**config.mk**
```make
export PLATFORM = sky130hd
export DESIGN_NAME = pwm_script_loader
export DESIGN_NICKNAME = d
export VERILOG_FILES = /design/src/rtl/pwmldr_pkg.sv /design/src/rtl/pwmldr_decode.sv /design/src/rtl/pwmldr_wordbuf.sv /design/src/rtl/pwmldr_mem.sv /design/src/rtl/pwmldr_chan.sv /design/src/rtl/pwm_script_loader.sv
export SDC_FILE = /design/constraint.sdc
export NUM_CORES = 2
export LEC_CHECK = 0
export BUFFER_PORTS_ARGS = -buffer_cell sky130_fd_sc_hd__buf_4
export CAP_MARGIN = 20
export CORE_UTILIZATION = 30
export DETAILED_ROUTE_END_ITERATION = 8
export GPL_TIMING_DRIVEN = 0
export PLACE_DENSITY = 0.48
export SYNTH_ARGS = -nofsm -noshare
export SYNTH_HDL_FRONTEND = slang
export SYNTH_SLANG_ARGS = --single-unit
```
**constraint.sdc**
```tcl
create_clock -name clk -period 8.8 [get_ports clk]
set_clock_uncertainty 0.05 [all_clocks]
set_input_delay 0 -clock clk [delete_from_list [all_inputs] [get_ports clk]]
set_output_delay 0 -clock clk [all_outputs]
set_load 0.01 [all_outputs]
```
**src/rtl/pwmldr_pkg.sv**
```systemverilog
package pwmldr_pkg;

    localparam int BYTE_W  = 8;
    localparam int SEL_W   = 2;
    localparam int WADR_W  = BYTE_W - SEL_W;
    localparam int WORD_W  = 2 * BYTE_W;
    localparam int NCH     = (1 << SEL_W) - 1;
    localparam int IDX_W   = 2;

    typedef enum logic [1:0] {
        OP_NONE  = 2'd0,
        OP_WRITE = 2'd1,
        OP_START = 2'd2,
        OP_STOP  = 2'd3
    } op_e;

    typedef struct packed {
        logic [WADR_W-1:0] waddr;
        logic [SEL_W-1:0]  sel;
    } pbyte_t;

    typedef struct packed {
        logic mem_clear;
        logic mem_hi;
        logic mem_lo;
        logic do_start;
        logic do_stop;
        logic bad;
        logic retire;
        logic drop_pend;
    } action_t;

    function automatic logic sel_legal(input pbyte_t b);
        return b.sel != '0;
    endfunction

    function automatic logic addr_legal(input pbyte_t b, input int unsigned max_w);
        return (b.sel != '0) && (32'(b.waddr) <= max_w);
    endfunction

    function automatic logic [SEL_W-1:0] chan_of(input pbyte_t b);
        return b.sel - 1'b1;
    endfunction

endpackage

```
**src/rtl/pwmldr_decode.sv**
```systemverilog
module pwmldr_decode
    import pwmldr_pkg::*;
#(
    parameter logic [7:0] CODE_WRITE = 8'h95,
    parameter logic [7:0] CODE_START = 8'h96,
    parameter logic [7:0] CODE_STOP  = 8'h97,
    parameter int unsigned MAX_WADDR = 59
) (
    input  logic              prm_valid,
    input  logic [7:0]        cmd_code,
    input  logic [IDX_W-1:0]  prm_idx,
    input  pbyte_t            pb,
    input  logic              pend,
    output action_t           act
);

    op_e op;

    always_comb begin
        if (!prm_valid)                 op = OP_NONE;
        else if (cmd_code == CODE_WRITE) op = OP_WRITE;
        else if (cmd_code == CODE_START) op = OP_START;
        else if (cmd_code == CODE_STOP)  op = OP_STOP;
        else                             op = OP_NONE;
    end

    always_comb begin
        act = '0;
        unique case (op)
            OP_WRITE: begin
                unique case (prm_idx)
                    2'd0: begin
                        if (addr_legal(pb, MAX_WADDR)) begin
                            act.mem_clear = 1'b1;
                        end else begin
                            act.bad       = 1'b1;
                            act.retire    = 1'b1;
                            act.drop_pend = 1'b1;
                        end
                    end
                    2'd1: act.mem_hi = pend;
                    2'd2: begin
                        act.mem_lo    = pend;
                        act.retire    = pend;
                        act.drop_pend = 1'b1;
                    end
                    default: ;
                endcase
            end
            OP_START: begin
                act.retire    = 1'b1;
                act.drop_pend = 1'b1;
                if (addr_legal(pb, MAX_WADDR)) act.do_start = 1'b1;
                else                            act.bad      = 1'b1;
            end
            OP_STOP: begin
                act.retire    = 1'b1;
                act.drop_pend = 1'b1;
                if (sel_legal(pb)) act.do_stop = 1'b1;
                else               act.bad     = 1'b1;
            end
            default: ;
        endcase
    end

endmodule

```
**src/rtl/pwmldr_wordbuf.sv**
```systemverilog
module pwmldr_wordbuf
    import pwmldr_pkg::*;
(
    input  logic               clk,
    input  logic               rst,
    input  action_t            act,
    input  logic [BYTE_W-1:0]  pbyte,
    output logic               pend,
    output logic               wr_en,
    output logic [BYTE_W-1:0]  wr_addr,
    output logic [WORD_W-1:0]  wr_data,
    output logic               mem_we,
    output logic [BYTE_W-1:0]  mem_waddr,
    output logic [WORD_W-1:0]  mem_wdata
);

    logic [BYTE_W-1:0] addr_q;
    logic [WORD_W-1:0] word_q;

    always_comb begin
        wr_en   = act.mem_clear | act.mem_hi | act.mem_lo;
        wr_addr = act.mem_clear ? pbyte : addr_q;
        if (act.mem_clear)   wr_data = '0;
        else if (act.mem_hi) wr_data = word_q | {pbyte, {BYTE_W{1'b0}}};
        else if (act.mem_lo) wr_data = word_q | {{BYTE_W{1'b0}}, pbyte};
        else                 wr_data = word_q;
    end

    always_ff @(posedge clk) begin
        if (rst) begin
            pend      <= 1'b0;
            addr_q    <= '0;
            word_q    <= '0;
            mem_we    <= 1'b0;
            mem_waddr <= '0;
            mem_wdata <= '0;
        end else begin
            mem_we <= wr_en;
            if (wr_en) begin
                addr_q    <= wr_addr;
                word_q    <= wr_data;
                mem_waddr <= wr_addr;
                mem_wdata <= wr_data;
            end
            if (act.mem_clear)      pend <= 1'b1;
            else if (act.drop_pend) pend <= 1'b0;
        end
    end

endmodule

```
**src/rtl/pwmldr_mem.sv**
```systemverilog
module pwmldr_mem
    import pwmldr_pkg::*;
#(
    parameter int DEPTH = 1 << BYTE_W
) (
    input  logic               clk,
    input  logic               wr_en,
    input  logic [BYTE_W-1:0]  wr_addr,
    input  logic [WORD_W-1:0]  wr_data,
    input  logic [BYTE_W-1:0]  rd_addr,
    output logic [WORD_W-1:0]  rd_data
);

    logic [WORD_W-1:0] store [DEPTH];

    always_ff @(posedge clk) begin
        if (wr_en) store[wr_addr] <= wr_data;
    end

    assign rd_data = store[rd_addr];

endmodule

```
**src/rtl/pwmldr_chan.sv**
```systemverilog
module pwmldr_chan
    import pwmldr_pkg::*;
#(
    parameter int CH = 0
) (
    input  logic               clk,
    input  logic               rst,
    input  action_t            act,
    input  pbyte_t             pb,
    output logic [WADR_W-1:0]  start_addr,
    output logic               start_pls,
    output logic               stop_pls
);

    logic hit;
    assign hit = (chan_of(pb) == SEL_W'(CH)) && sel_legal(pb);

    always_ff @(posedge clk) begin
        if (rst) begin
            start_addr <= '0;
            start_pls  <= 1'b0;
            stop_pls   <= 1'b0;
        end else begin
            start_pls <= act.do_start & hit;
            stop_pls  <= act.do_stop & hit & ~act.do_start;
            if (act.do_start && hit) start_addr <= pb.waddr;
        end
    end

endmodule

```
**src/rtl/pwm_script_loader.sv**
```systemverilog
module pwm_script_loader
    import pwmldr_pkg::*;
#(
    parameter logic [7:0] CODE_WRITE = 8'h95,
    parameter logic [7:0] CODE_START = 8'h96,
    parameter logic [7:0] CODE_STOP  = 8'h97,
    parameter int unsigned MAX_WADDR = 59
) (
    input  logic                    clk,
    input  logic                    rst,
    input  logic                    prm_valid,
    input  logic [7:0]              cmd_code,
    input  logic [1:0]              prm_idx,
    input  logic [7:0]              prm_byte,
    input  logic [7:0]              rd_addr,
    output logic [15:0]             rd_data,
    output logic                    mem_we,
    output logic [7:0]              mem_waddr,
    output logic [15:0]             mem_wdata,
    output logic [17:0]             chan_addr,
    output logic [2:0]              start_pls,
    output logic [2:0]              stop_pls,
    output logic                    bad_par,
    output logic                    done
);

    action_t             act;
    pbyte_t              pb;
    logic                pend;
    logic                wr_en;
    logic [BYTE_W-1:0]   wr_addr;
    logic [WORD_W-1:0]   wr_data;

    assign pb = pbyte_t'(prm_byte);

    pwmldr_decode #(
        .CODE_WRITE (CODE_WRITE),
        .CODE_START (CODE_START),
        .CODE_STOP  (CODE_STOP),
        .MAX_WADDR  (MAX_WADDR)
    ) u_dec (
        .prm_valid (prm_valid),
        .cmd_code  (cmd_code),
        .prm_idx   (prm_idx),
        .pb        (pb),
        .pend      (pend),
        .act       (act)
    );

    pwmldr_wordbuf u_wbuf (
        .clk       (clk),
        .rst       (rst),
        .act       (act),
        .pbyte     (prm_byte),
        .pend      (pend),
        .wr_en     (wr_en),
        .wr_addr   (wr_addr),
        .wr_data   (wr_data),
        .mem_we    (mem_we),
        .mem_waddr (mem_waddr),
        .mem_wdata (mem_wdata)
    );

    pwmldr_mem u_mem (
        .clk     (clk),
        .wr_en   (wr_en),
        .wr_addr (wr_addr),
        .wr_data (wr_data),
        .rd_addr (rd_addr),
        .rd_data (rd_data)
    );

    for (genvar g = 0; g < NCH; g++) begin : g_chan
        pwmldr_chan #(.CH(g)) u_chan (
            .clk        (clk),
            .rst        (rst),
            .act        (act),
            .pb         (pb),
            .start_addr (chan_addr[g*WADR_W +: WADR_W]),
            .start_pls  (start_pls[g]),
            .stop_pls   (stop_pls[g])
        );
    end

    always_ff @(posedge clk) begin
        if (rst) begin
            bad_par <= 1'b0;
            done    <= 1'b0;
        end else begin
            bad_par <= act.bad;
            done    <= act.retire;
        end
    end

endmodule

```
# Word level (Yosys, flattened, before mapping)
# Memory sizes are Yosys's and may differ from the RTL's.
# Index checks and enable logic that the tools add are counted.
[word_totals]
reg_bits = 52
mem_bits_rw = 4096
inputBits = 29
out_inout_bits = 67
elab_cells = 79
memories = 1
[mem_list]
columns = ["name", "words", "word_bits", "read_ports", "rd_clocked_by_memory_dff", "write_ports", "line_no", "source"]
rows = [
  ["u_mem.store", 256, 16, 1, 0, 1, "pwmldr_mem.sv:14", "logic [WORD_W-1:0] store [DEPTH];"],
]
[op_classes]
n_addsub = 1
magnitude_cmp = 1
n_eq_ne = 10
n_mux = 26
n_bitwise = 14
reduce_logical = 11
[ops]
columns = ["cell", "count"]
rows = [
  ["16-bit two-way mux", 3],
  ["8-bit == test (second input constant)", 3],
  ["16-bit bitwise OR", 1],
  ["16-bit by 8-bit bitwise OR with 16-bit output", 1],
  ["1-bit two-way mux", 14],
  ["1-bit bitwise AND", 9],
  ["3-bit one-hot mux with 3 select lines", 1],
  ["2-bit == test (second input constant)", 4],
  ["2-bit two-way mux", 4],
  ["8-bit two-way mux", 1],
  ["1-bit logical AND", 7],
  ["2-bit by 1-bit == test with 1-bit output (second input constant)", 3],
  ["6-bit less-or-equal comparator (second input constant)", 1],
  ["3-bit two-way mux", 2],
  ["2-bit zero test", 2],
  ["2-bit one-hot mux with 2 select lines", 1],
  ["2-bit nonzero test", 2],
  ["1-bit bitwise OR", 2],
  ["2-bit by 1-bit subtractor with 2-bit output (second input constant)", 1],
  ["1-bit NOT", 1],
]

# Depth between registers and ports, before layout
[depth]
ltp_word = 11
mapped_depth = 12

# By module
# Synthesis repeated with hierarchy kept, for this count alone.
[hier_totals]
cells_unflattened = 7584
hier_area_um2 = 160721.6
[modules_own_cells]
columns = ["module", "instances", "cells_per_inst", "area_per_inst_um2"]
rows = [
  ["pwmldr_mem", 1, 7344, 158394.4],
  ["pwmldr_wordbuf", 1, 112, 1041.0],
  ["pwmldr_chan at g_chan[0].u_chan ...", 2, 32, 341.6],
  ["pwmldr_chan at g_chan[2].u_chan", 1, 32, 336.6],
  ["pwmldr_decode", 1, 28, 214.0],
  ["pwm_script_loader", 1, 4, 52.6],
]

# Worst setup path after synthesis
# OpenSTA, ideal clock, no wires.
[synth_timing]
kind = "input to register"
startpoint = "input cmd_code[3]"
endpoint = "memory u_mem.store[0][15] (netlist bit), data pin"
arrival_ns = 7.063
required_ns = 7.357
path_slack_ns = 0.293
cell_stages = 6
path_cell_list = "nand4bb_1 or2_1 clkbuf_1 nor4_4 a21oi_1 nor2_1"
[synth_between]
elab_chain_cells = 10
[synth_rtl]
columns = ["element", "line_no", "source"]
rows = [
  ["from (decl)", "pwm_script_loader.sv:12", "input logic [7:0] cmd_code,"],
  ["8-bit == test", "pwmldr_decode.sv:23", "else if (cmd_code == CODE_STOP) op = OP_STOP;"],
  ["2-bit two-way mux", "pwmldr_decode.sv:23", ""],
  ["2-bit two-way mux", "pwmldr_decode.sv:22", "else if (cmd_code == CODE_START) op = OP_START;"],
  ["2-bit two-way mux (*)", "pwmldr_decode.sv:21", "else if (cmd_code == CODE_WRITE) op = OP_WRITE;"],
  ["2-bit two-way mux (*)", "pwmldr_decode.sv:20", "if (!prm_valid) op = OP_NONE;"],
  ["2-bit by 1-bit == test with 1-bit output (*)", "pwmldr_decode.sv:29", "unique case (op)"],
  ["3-bit two-way mux (*)", "pwmldr_decode.sv:29", ""],
  ["16-bit two-way mux", "pwmldr_wordbuf.sv:25", "else if (act.mem_lo) wr_data = word_q | {{BYTE_W{1'b0}}, pbyte};"],
  ["16-bit two-way mux", "pwmldr_wordbuf.sv:24", "else if (act.mem_hi) wr_data = word_q | {pbyte, {BYTE_W{1'b0}}};"],
  ["16-bit two-way mux (*)", "pwmldr_wordbuf.sv:23", "if (act.mem_clear) wr_data = '0;"],
  ["via u_mem.wr_data[15]", "pwmldr_mem.sv:9", "input logic [WORD_W-1:0] wr_data,"],
  ["to (decl)", "pwmldr_mem.sv:14", ""],
]
# Mark *: on every way through the listed nets, which the timed path passes. The rest lies on a longest branch.

# Worst setup path after layout
[layout_timing]
startpoint = "input rd_addr[1]"
endpoint = "output rd_data[7]"
[layout_between]
elab_chain_cells = 1
[layout_rtl]
columns = ["element", "line_no", "source"]
rows = [
  ["from (decl)", "pwm_script_loader.sv:15", "input logic [7:0] rd_addr,"],
  ["memory read 256 x 16 bit", "--", ""],
  ["to (decl)", "pwm_script_loader.sv:16", "output logic [15:0] rd_data,"],
]
# No other way between the ends.

==> qor.yml <==
tightest_slew_ps: 1360
cap_violations: 0
synthTopCellsByArea: "edfxtp_1 (76%), mux4_2 (11%), mux2i_1 (3.4%), o221ai_1 (1.3%), nor2_1 (0.74%)"
final.setup.tns_ps: 0
synth.cell_area_um2: 161000
gr-total-overflow: 0
io_pins: 96
final_nets: 8622
rsz0062_at_grt: "no"
dieArea_um2: 540000
htree_num_levels: 5
synth-seq-cells: 4148
path_clk_slew_ps: 60
utilization_pct: 36.4
dp_hpwl_mm: 440
die_x_um: 735
fin_crit_sh_pct: 67.4
gr-usage-all-layers_pct: 22.0
synth_edf_count: 4096
hold_path.class: "primary input to flop"
seq_area_frac_synth_pct: 77.0
worstSkewPairLatency_ps: 1040
portBuffers: 86
drc: 0
post-route-min-period_ps: 5930
p_per_area_nw_per_um2: 213
drive_above_1_share_pct: 29.6
setup_viol: 0
worstSetupStartpointType: "primary input"
cp_max_fo: 10
fmax_mhz: 169
crit_required_ps: 8750
start_util_pct: 30.2
grt_pass1_vias: 85900
cts.sinks: 4148
final_cells: 16100
crit_path_end_kind: "primary output"
antenna_found_initial: 40
cts_tree: "yes"
synthCells: 7581
syn-num-nets: 7610
wl_mm: 611
grt_pass1_wl_mm: 800
synth_top_area_share_pct: 76.3
gp_congestion: 0.971
chipHeight_um: 735
core.rowCount: 268
clk_path_buf_depth: 4
synth_top_area_cell: "edfxtp_1"
ir_drop_v: 0.000153
coreArea_um2: 534000
leakage_nw: 50.9
avgRoutedWirePerCell_um: 37.9
final_antenna_net_count: 0
synthArstFlopShare_pct: 0
cts_buffers: 434
slew_viol_final: 0
cp.arrival_ps: 5880
via_per_inst: 5.43
ys.flop_type: "edfxtp_1"
cts_resized: 0
finalHoldViolations: 0
cts-root-buf: "clkbuf_16"
vias: 87600
syn_to_final_growth_pct: 20.6
critPathKind: "primary input to primary output"
avgSynthCellArea_um2: 21.3
grt_max_degree: 54
drtPass1Iterations: 6
slew_headroom_pct: 9.29
status: "finished, final reports clean"
yosysWarnings: 0
drtIter0Drc: 12600
dp.cells: 15300
ys_types: 75
==> power breakdown <==
group,internal [mW],switching (mW)
combinational,0.469,1.19
clock,10.5,7.99
sequential,21.4,0.0000477
total,32.3,9.18
==> per-stage QoR <==
step	cell area [um2]	hold slack (ps)	worst slack [ps]	power [mW]
2_1_floorplan	161000	125	293	22.5
3_3_place_gp	171000	310	-10820	23.3
3_5_place_dp	180000	306	2890	23.4
4_1_cts	194000	11.7	2860	41.7
5_1_grt	194000	89.6	3190	42.4
6_report	194000	96.2	2870	41.5
==> per-layer routing <==
metal	global-route usage, %	part of all wire [%]	up-vias
met3	4.98	9.1	1017
met1	30.0	41	47600
met2	33.5	44	4817
met5	0	0.011	-
met4	10.6	5.7	10
li1	-	-	34200
==> final timing paths <==
check | from | endpoint | slack (ps) | cells past startpoint
max | rd_addr[1] | rd_data[7] | 2870 | 11
min | prm_byte[3] | g_chan[0].u_chan.start_addr[1] | 100 | 4
max reg2reg | u_wbuf.pend | u_mem.store[94][0] | 3810 | 8
min reg2reg | g_chan[0].u_chan.start_addr[1] | g_chan[0].u_chan.start_addr[1] | 420 | 2
==> worst max-delay path: stages <==
cell and delay, ps:
buf_4 300, buf_4 370, nand2_1 380, clkbuf_1 450, clkbuf_2 590, o221ai_1 580
a21oi_1 140, o31ai_1 810, o22ai_1 710, nor4_1 1190, buf_4 270
==> synthesized netlist by cell type (14+ instances only) <==
cell type     n
a211oi_1     26
a21oi_1     170
a221oi_1     39
a22o_1       28
a22oi_1      21
and2_1       14
and3_1       22
buf_1        21
buf_12       30
buf_2       109
buf_4        35
buf_6        30
buf_8        49
clkbuf_1    192
dfxtp_1      52
edfxtp_1   4096
mux2_2       64
mux2i_1     555
mux4_2      818
nand2_1     136
nand2b_1     18
nand3_1      47
nand4_1      16
nor2_1      317
nor2b_1      15
nor3_1      116
nor4_1       15
o21ai_0      39
o221ai_1    248
o22ai_1     116
o31ai_1      22
o32ai_1      17
==> state kept, by name (all words and copies together), names as in the netlist <==
name                      flops
u_mem.store                4096
g_chan.u_chan.start_addr     18
u_wbuf.word_q                16
u_wbuf.addr_q                 8
g_chan.u_chan.start_pls       3
g_chan.u_chan.stop_pls        3
bad_par                       1
done                          1
u_wbuf.mem_we                 1
u_wbuf.pend                   1
==> kinds of logic after synthesis <==
| logic type | synth area share [%] |
|---|---|
| AO/OA/AOI/OAI | 3.42 |
| buffers and inverters | 2.07 |
| flip-flops | 77.0 |
| multiplexers | 15.4 |
| AND/OR/NAND/NOR | 2.16 |
==> cell usage in the layout (no fill, tap or decap), types with 22 or more instances in the layout <==
master,instances
mux4_2,818
a22o_1,28
mux2_2,64
clkbuf_16,438
mux2i_1,555
clkbuf_2,32
a211oi_1,26
buf_8,250
nor3_1,108
o22ai_1,116
a221oi_1,39
a21oi_1,170
o21ai_0,38
clkinv_1,119
bufinv_16,45
nor2_1,45
nor2_2,237
buf_12,142
buf_6,51
nand2_1,136
buf_2,124
nor2_4,35
dlygate4sd3_1,40
edfxtp_1,4096
buf_16,81
clkbuf_1,242
nand3_1,47
clkinv_2,84
buf_4,150
and3_1,22
o221ai_1,248
dfxtp_1,52
==> cell type report <==
class	count	area [um2]
antenna	16	40.0
clock buffer	520	11300
timing repair buffer	576	9020
tap	7155	8950
inverter	6	22.5
sequential	4148	124000
multi-input combinational	2957	34800
buffer	470	3370
fill	49000	340000
clock inverter	287	2800
==> timing repair <==
action	CTS	global route
hold buffers	40	0
buffers inserted	0	0
endpoints found under the hold margin	600	0
No activity file was read; power rests on OpenSTA's default activity.
